$ cat src/rtl/prop_run_pkg.sv
package prop_run_pkg;

  // Lowest index of a run, given its highest index and its length.
  function automatic logic [31:0] run_start_of(logic [31:0] fin, logic [31:0] len);
    return (len == 32'd0) ? 32'd0 : (fin - len + 32'd1);
  endfunction

  // Classification cut: at or above the threshold means vulnerable.
  function automatic logic meets_threshold(logic [31:0] wt, logic [31:0] thr);
    return wt >= thr;
  endfunction

endpackage

$ cat src/rtl/prop_mask_gen.sv
module prop_mask_gen #(
  parameter int WIDTH = 32
) (
  input  logic [WIDTH-1:0] opnd_a,
  input  logic [WIDTH-1:0] opnd_b,
  output logic [WIDTH-1:0] prop_mask
);
  for (genvar k = 0; k < WIDTH; k++) begin : g_bit
    assign prop_mask[k] = opnd_a[k] ^ opnd_b[k];
  end
endmodule

$ cat src/rtl/run_length_scan.sv
module run_length_scan #(
  parameter int WIDTH = 32,
  parameter int WT_W  = $clog2(WIDTH + 1)
) (
  input  logic [WIDTH-1:0]           prop_mask,
  output logic [WIDTH-1:0][WT_W-1:0] run_len
);
  // run_len[k]: number of consecutive propagating bits ending at bit k.
  for (genvar k = 0; k < WIDTH; k++) begin : g_len
    if (k == 0) begin : g_lsb
      assign run_len[k] = prop_mask[k] ? WT_W'(1) : '0;
    end else begin : g_up
      assign run_len[k] = prop_mask[k] ? (run_len[k-1] + WT_W'(1)) : '0;
    end
  end
endmodule

$ cat src/rtl/run_pick.sv
module run_pick
  import prop_run_pkg::*;
#(
  parameter int WIDTH = 32,
  parameter int WT_W  = $clog2(WIDTH + 1),
  parameter int IDX_W = $clog2(WIDTH)
) (
  input  logic [WIDTH-1:0][WT_W-1:0] run_len,
  output logic [WT_W-1:0]            best_wt,
  output logic [IDX_W-1:0]           best_fin,
  output logic [IDX_W-1:0]           best_start
);
  logic [WT_W-1:0]  scan_wt;
  logic [IDX_W-1:0] scan_fin;

  // Strict comparison keeps the first (lowest) end index on ties.
  always_comb begin
    scan_wt  = '0;
    scan_fin = '0;
    for (int k = 0; k < WIDTH; k++) begin
      if (run_len[k] > scan_wt) begin
        scan_wt  = run_len[k];
        scan_fin = IDX_W'(k);
      end
    end
  end

  assign best_wt    = scan_wt;
  assign best_fin   = scan_fin;
  assign best_start = IDX_W'(run_start_of(32'(scan_fin), 32'(scan_wt)));
endmodule

$ cat src/rtl/prop_run_analyzer.sv
module prop_run_analyzer
  import prop_run_pkg::*;
#(
  parameter int WIDTH      = 32,
  parameter bit REGISTERED = 1'b1,
  localparam int WT_W      = $clog2(WIDTH + 1),
  localparam int IDX_W     = $clog2(WIDTH)
) (
  input  logic              clk,
  input  logic              rst_n,
  input  logic              in_valid,
  input  logic [WIDTH-1:0]  opnd_a,
  input  logic [WIDTH-1:0]  opnd_b,
  input  logic [WT_W-1:0]   vuln_threshold,
  output logic              out_valid,
  output logic [WT_W-1:0]   weight,
  output logic [IDX_W-1:0]  run_start,
  output logic [IDX_W-1:0]  run_finish,
  output logic              vulnerable
);
  logic [WIDTH-1:0]           prop_mask;
  logic [WIDTH-1:0][WT_W-1:0] run_len;
  logic [WT_W-1:0]            core_wt;
  logic [IDX_W-1:0]           core_fin;
  logic [IDX_W-1:0]           core_start;
  logic                       core_vuln;

  prop_mask_gen #(.WIDTH(WIDTH)) u_mask (
    .opnd_a    (opnd_a),
    .opnd_b    (opnd_b),
    .prop_mask (prop_mask)
  );

  run_length_scan #(.WIDTH(WIDTH), .WT_W(WT_W)) u_scan (
    .prop_mask (prop_mask),
    .run_len   (run_len)
  );

  run_pick #(.WIDTH(WIDTH), .WT_W(WT_W), .IDX_W(IDX_W)) u_pick (
    .run_len    (run_len),
    .best_wt    (core_wt),
    .best_fin   (core_fin),
    .best_start (core_start)
  );

  assign core_vuln = meets_threshold(32'(core_wt), 32'(vuln_threshold));

  if (REGISTERED) begin : g_reg
    always_ff @(posedge clk or negedge rst_n) begin
      if (!rst_n) begin
        out_valid  <= 1'b0;
        weight     <= '0;
        run_start  <= '0;
        run_finish <= '0;
        vulnerable <= 1'b0;
      end else begin
        out_valid <= in_valid;
        if (in_valid) begin
          weight     <= core_wt;
          run_start  <= core_start;
          run_finish <= core_fin;
          vulnerable <= core_vuln;
        end
      end
    end

    AST_VALID_FOLLOWS: assert property (@(posedge clk) disable iff (!rst_n)
      in_valid |=> out_valid);
    AST_WEIGHT_LANDS: assert property (@(posedge clk) disable iff (!rst_n)
      in_valid |=> (weight == $past(core_wt)));
    AST_IDLE_HOLDS: assert property (@(posedge clk) disable iff (!rst_n)
      !in_valid |=> (!out_valid && $stable(weight) && $stable(run_finish)));
  end else begin : g_comb
    assign out_valid  = in_valid;
    assign weight     = core_wt;
    assign run_start  = core_start;
    assign run_finish = core_fin;
    assign vulnerable = core_vuln;
  end

  // Independent views of the chosen run, taken from the mask itself.
  logic run_left_closed;
  logic run_right_closed;
  assign run_left_closed  = (core_start == '0) || !prop_mask[core_start - IDX_W'(1)];
  assign run_right_closed = (core_fin == IDX_W'(WIDTH - 1)) || !prop_mask[core_fin + IDX_W'(1)];

  AST_RUN_ENDS_PROPAGATE: assert property (@(posedge clk) disable iff (!rst_n)
    (in_valid && core_wt != '0) |-> (prop_mask[core_fin] && prop_mask[core_start]));
  AST_RUN_MAXIMAL: assert property (@(posedge clk) disable iff (!rst_n)
    (in_valid && core_wt != '0) |-> (run_left_closed && run_right_closed));
  AST_WEIGHT_BOUNDED: assert property (@(posedge clk) disable iff (!rst_n)
    in_valid |-> (32'(core_wt) <= $countones(prop_mask)));
  AST_EMPTY_ZERO: assert property (@(posedge clk) disable iff (!rst_n)
    (in_valid && prop_mask == '0) |-> (core_wt == '0 && core_fin == '0 && core_start == '0));
endmodule

$ cat config.mk
export PLATFORM = sky130hd
export DESIGN_NAME = prop_run_analyzer
export DESIGN_NICKNAME = d
export VERILOG_FILES = /design/src/rtl/prop_run_pkg.sv /design/src/rtl/prop_mask_gen.sv /design/src/rtl/run_length_scan.sv /design/src/rtl/run_pick.sv /design/src/rtl/prop_run_analyzer.sv
export SDC_FILE = /design/constraint.sdc
export NUM_CORES = 1
export LEC_CHECK = 0
export BUFFER_PORTS_ARGS = -buffer_cell sky130_fd_sc_hd__buf_2
export CAP_MARGIN = 10
export CORE_MARGIN = 2
export CORE_UTILIZATION = 25
export CTS_CLUSTER_DIAMETER = 100
export DETAILED_ROUTE_END_ITERATION = 12
export HOLD_SLACK_MARGIN = 0.12
export SLEW_MARGIN = 5
export SYNTH_ARGS = -nofsm -noshare
export SYNTH_HDL_FRONTEND = slang
export SYNTH_SLANG_ARGS = --single-unit
$ cat constraint.sdc
create_clock -name clk -period 0.8 [get_ports clk]
set_input_delay 0.08 -clock clk [delete_from_list [all_inputs] [get_ports clk]]
set_output_delay 0.08 -clock clk [all_outputs]
set_load 0.005 [all_outputs]
==> impl_metrics.py <==
metrics = {
    "run_status": {
        "status": "complete, but fails checks",
        "failed_checks": "negative setup slack",
    },
    "yosys": {
        "synth-async-reset-ratio_pct": 100,
        "synth-seq-cells": 18,
        "synth_ff_type": "dfrtp_1",
        "synth_top_area_cell": "ha_1",
        "syn_area_mm2": 0.0132,
        "yosys_warnings": 0,
        "synthCells": 1885,
        "yosys.cell_types.count": 131,
        "synth_seq_area_share_pct": 3.42,
        "synth.area.top_cells": "ha_1, xnor2_1, nand2_1",
        "synth.avg_cell_area_um2": 6.98,
        "synth_edf_count": 0,
        "yosys.area.top_type_share_pct": 15.7,
    },
    "grt": {
        "grt_overflow_total": 0,
        "first_global_vias": 18707,
        "antenna_found_initial": 0,
        "track_usage_pct": 18.6,
        "grt_max_degree": 25,
        "grt_pass1_wl_mm": 86.1,
    },
    "setup_path": {
        "critPathMostFrequentCell": "ha_4",
        "crit_fanout": 7,
        "path_class": "input port to register",
        "r2r_slack_ns": -0.10,
        "cpMaxStageDelayCell": "mux4_2",
        "worstSetupEndpointType": "register",
        "crit_path_start_kind": "input port",
        "crit_required_ns": 0.96,
        "cp_data_arrival_time_ns": 45.74,
        "slowest_delay_ns": 0.50,
    },
    "timing": {
        "finalCritPeriodShare_pct": 5700,
        "tightest_slew_ns": 0.659,
        "final.setup.tns_ns": -746.55,
        "hold_viol_final": 0,
        "slew_viol_final": 0,
        "min_period_ns": 45.57,
        "setup_violations": 35,
        "max_slew_margin_pct": 55.9,
        "fin_skew_ns": 0,
        "clock.fmax_mhz": 21.9,
        "setup_ws_ns": -44.77,
        "rsz0062_at_grt": "true",
    },
    "route": {
        "wl_mm": 57.0,
        "wl_per_cell_um": 15.5,
        "vias": 18529,
        "dr.first_iter.drc_count": 1036,
        "drtPass1Iterations": 5,
        "postRouteAntennaNets": 0,
        "vias_per_cell": 5.04,
        "drc_errors": 0,
    },
    "cts": {
        "insertion_delay_ns": 0.27,
        "numCtsBuffers": 3,
        "path_clk_slew_ns": 0.06,
        "clockBufferDepth": 2,
        "htreeDepth": 1,
        "cts_sinks": 18,
        "cts_tree": "yes",
        "cts_root_buf": "clkbuf_16",
    },
    "floorplanning": {
        "io_pins": 91,
        "dieHeight_um": 233,
        "die_x_um": 233,
        "num_rows": 84,
        "initial_core_util_pct": 25.2,
        "core_mm2": 0.0523,
        "die_area_mm2": 0.0545,
    },
    "place": {
        "gp_congestion": 0.927,
        "dp_hpwl_mm": 42.5,
        "pre_cts_ws_ns": -45.62,
        "io_buffer_count": 90,
    },
    "worst_hold_path": {
        "min_path_type": "input port to register",
    },
    "layout": {
        "num-nets-final": 3227,
        "drive_above_1_share_pct": 53.8,
        "syn2layout_area_growth_pct": 90.0,
        "antenna_cells": 0,
    },
    "job": {
        "drv_cap": 0,
    },
}
[cell type report]
type | instances | area [um^2]
Tap cell | 688 | 861
Clock buffer | 4 | 88.8
Sequential cell | 18 | 452
Fill cell | 4788 | 27300
Multi-Input combinational cell | 1719 | 14700
Timing Repair Buffer | 1127 | 8480
Inverter | 119 | 449
[placed cells by master, fill, tap and decap left out, drive strengths merged, types with 18 or more instances in the layout]
cell type	n
buf	1126
nand2	212
nor2	212
ha	165
o21ai	120
inv	119
a21oi	111
xnor2	106
nand3	94
xor2	63
mux2	49
and2	44
nor3	43
a21o	39
and3	38
mux2i	31
nor2b	26
o211ai	24
a211oi	24
or2	23
nand4	22
a31oi	22
o31ai	20
o21a	18
dfrtp	18
[flip-flops by register name (all words and copies together), names as in the netlist]
name,cells
run_start,5
out_valid,1
vulnerable,1
run_finish,5
weight,6
[through the flow]
stage / instances / util (%) / cell area (um^2) / hold slack (ns)
after floorplan: 1891 / - / 14100 / -0.216
final: 3675 / 47.8 / 25000 / 0.266
after CTS: 3621 / 44.6 / 23300 / 0.238
after global routing: 3675 / 47.8 / 25000 / 0.278
after global placement: 3513 / 41.5 / 21700 / 0.0437
after detailed placement: 3513 / 41.5 / 21700 / 0.0582
[Yosys cell counts, drive strengths merged, types with 19 or more instances]
library cell / number
nand2: 212
nor2: 212
ha: 165
o21ai: 120
inv: 119
a21oi: 111
xnor2: 106
nand3: 94
xor2: 63
mux2: 49
and2: 44
nor3: 43
a21o: 39
and3: 38
mux2i: 31
nor2b: 26
a211oi: 24
o211ai: 24
or2: 23
a31oi: 22
nand4: 22
o31ai: 20
buf: 19
[cells by family after synthesis]
kind of cell               synth area share [%]
DFF                                        3.42
and+or+nand+nor                            29.2
muxes                                      6.98
AOI/OAI and AO/OA                          27.6
buffers and inverters                      4.88
other                                    0.0570
xor gates and xnor gates                   11.6
adders and majority gates                  16.2
[worst max-delay path: cells and delay by family]
| family | cells | cell delay [ns] |
|---|---|---|
| adders and majority gates | 35 | 8.85 |
| and+or+nand+nor | 62 | 9.64 |
| AOI/OAI and AO/OA | 105 | 18.16 |
| xor gates and xnor gates | 3 | 0.37 |
| buffers and inverters | 25 | 2.83 |
| muxes | 19 | 5.78 |
[worst paths after layout]
kind	startpoint	end	depth (start not counted)
worst max-delay path	opnd_a[1]	run_start[4]	249
worst min-delay path	in_valid	out_valid	2
worst max register to register	run_finish[2]	run_finish[2]	2
worst min register to register	weight[5]	weight[5]	1
max in group asynchronous	rst_n	run_start[0]	2
min in group asynchronous	rst_n	weight[2]	2
[metal layers]
layer / vias up / share of wire, % / track usage, % / wire [um]
li1: 9104 / - / - / -
met1: 8769 / 43 / 23.5 / 24700
met2: 495 / 50 / 33.7 / 28400
met3: 161 / 3.3 / 1.05 / 1890
met4: 0 / 3.6 / 5.52 / 2060
met5: - / 0 / 0 / 0
[repair_timing]
action / CTS / global route
setup endpoints to repair: 35 / 35
pin swaps: 127 / 190
hold endpoints to repair: 18 / 0
resized for setup: 174 / 244
hold buffers: 1 / 0
setup buffers: 104 / 62
Power is not shown: default switching activity piles up to over one toggle a cycle in this logic, so the estimate is an artifact.
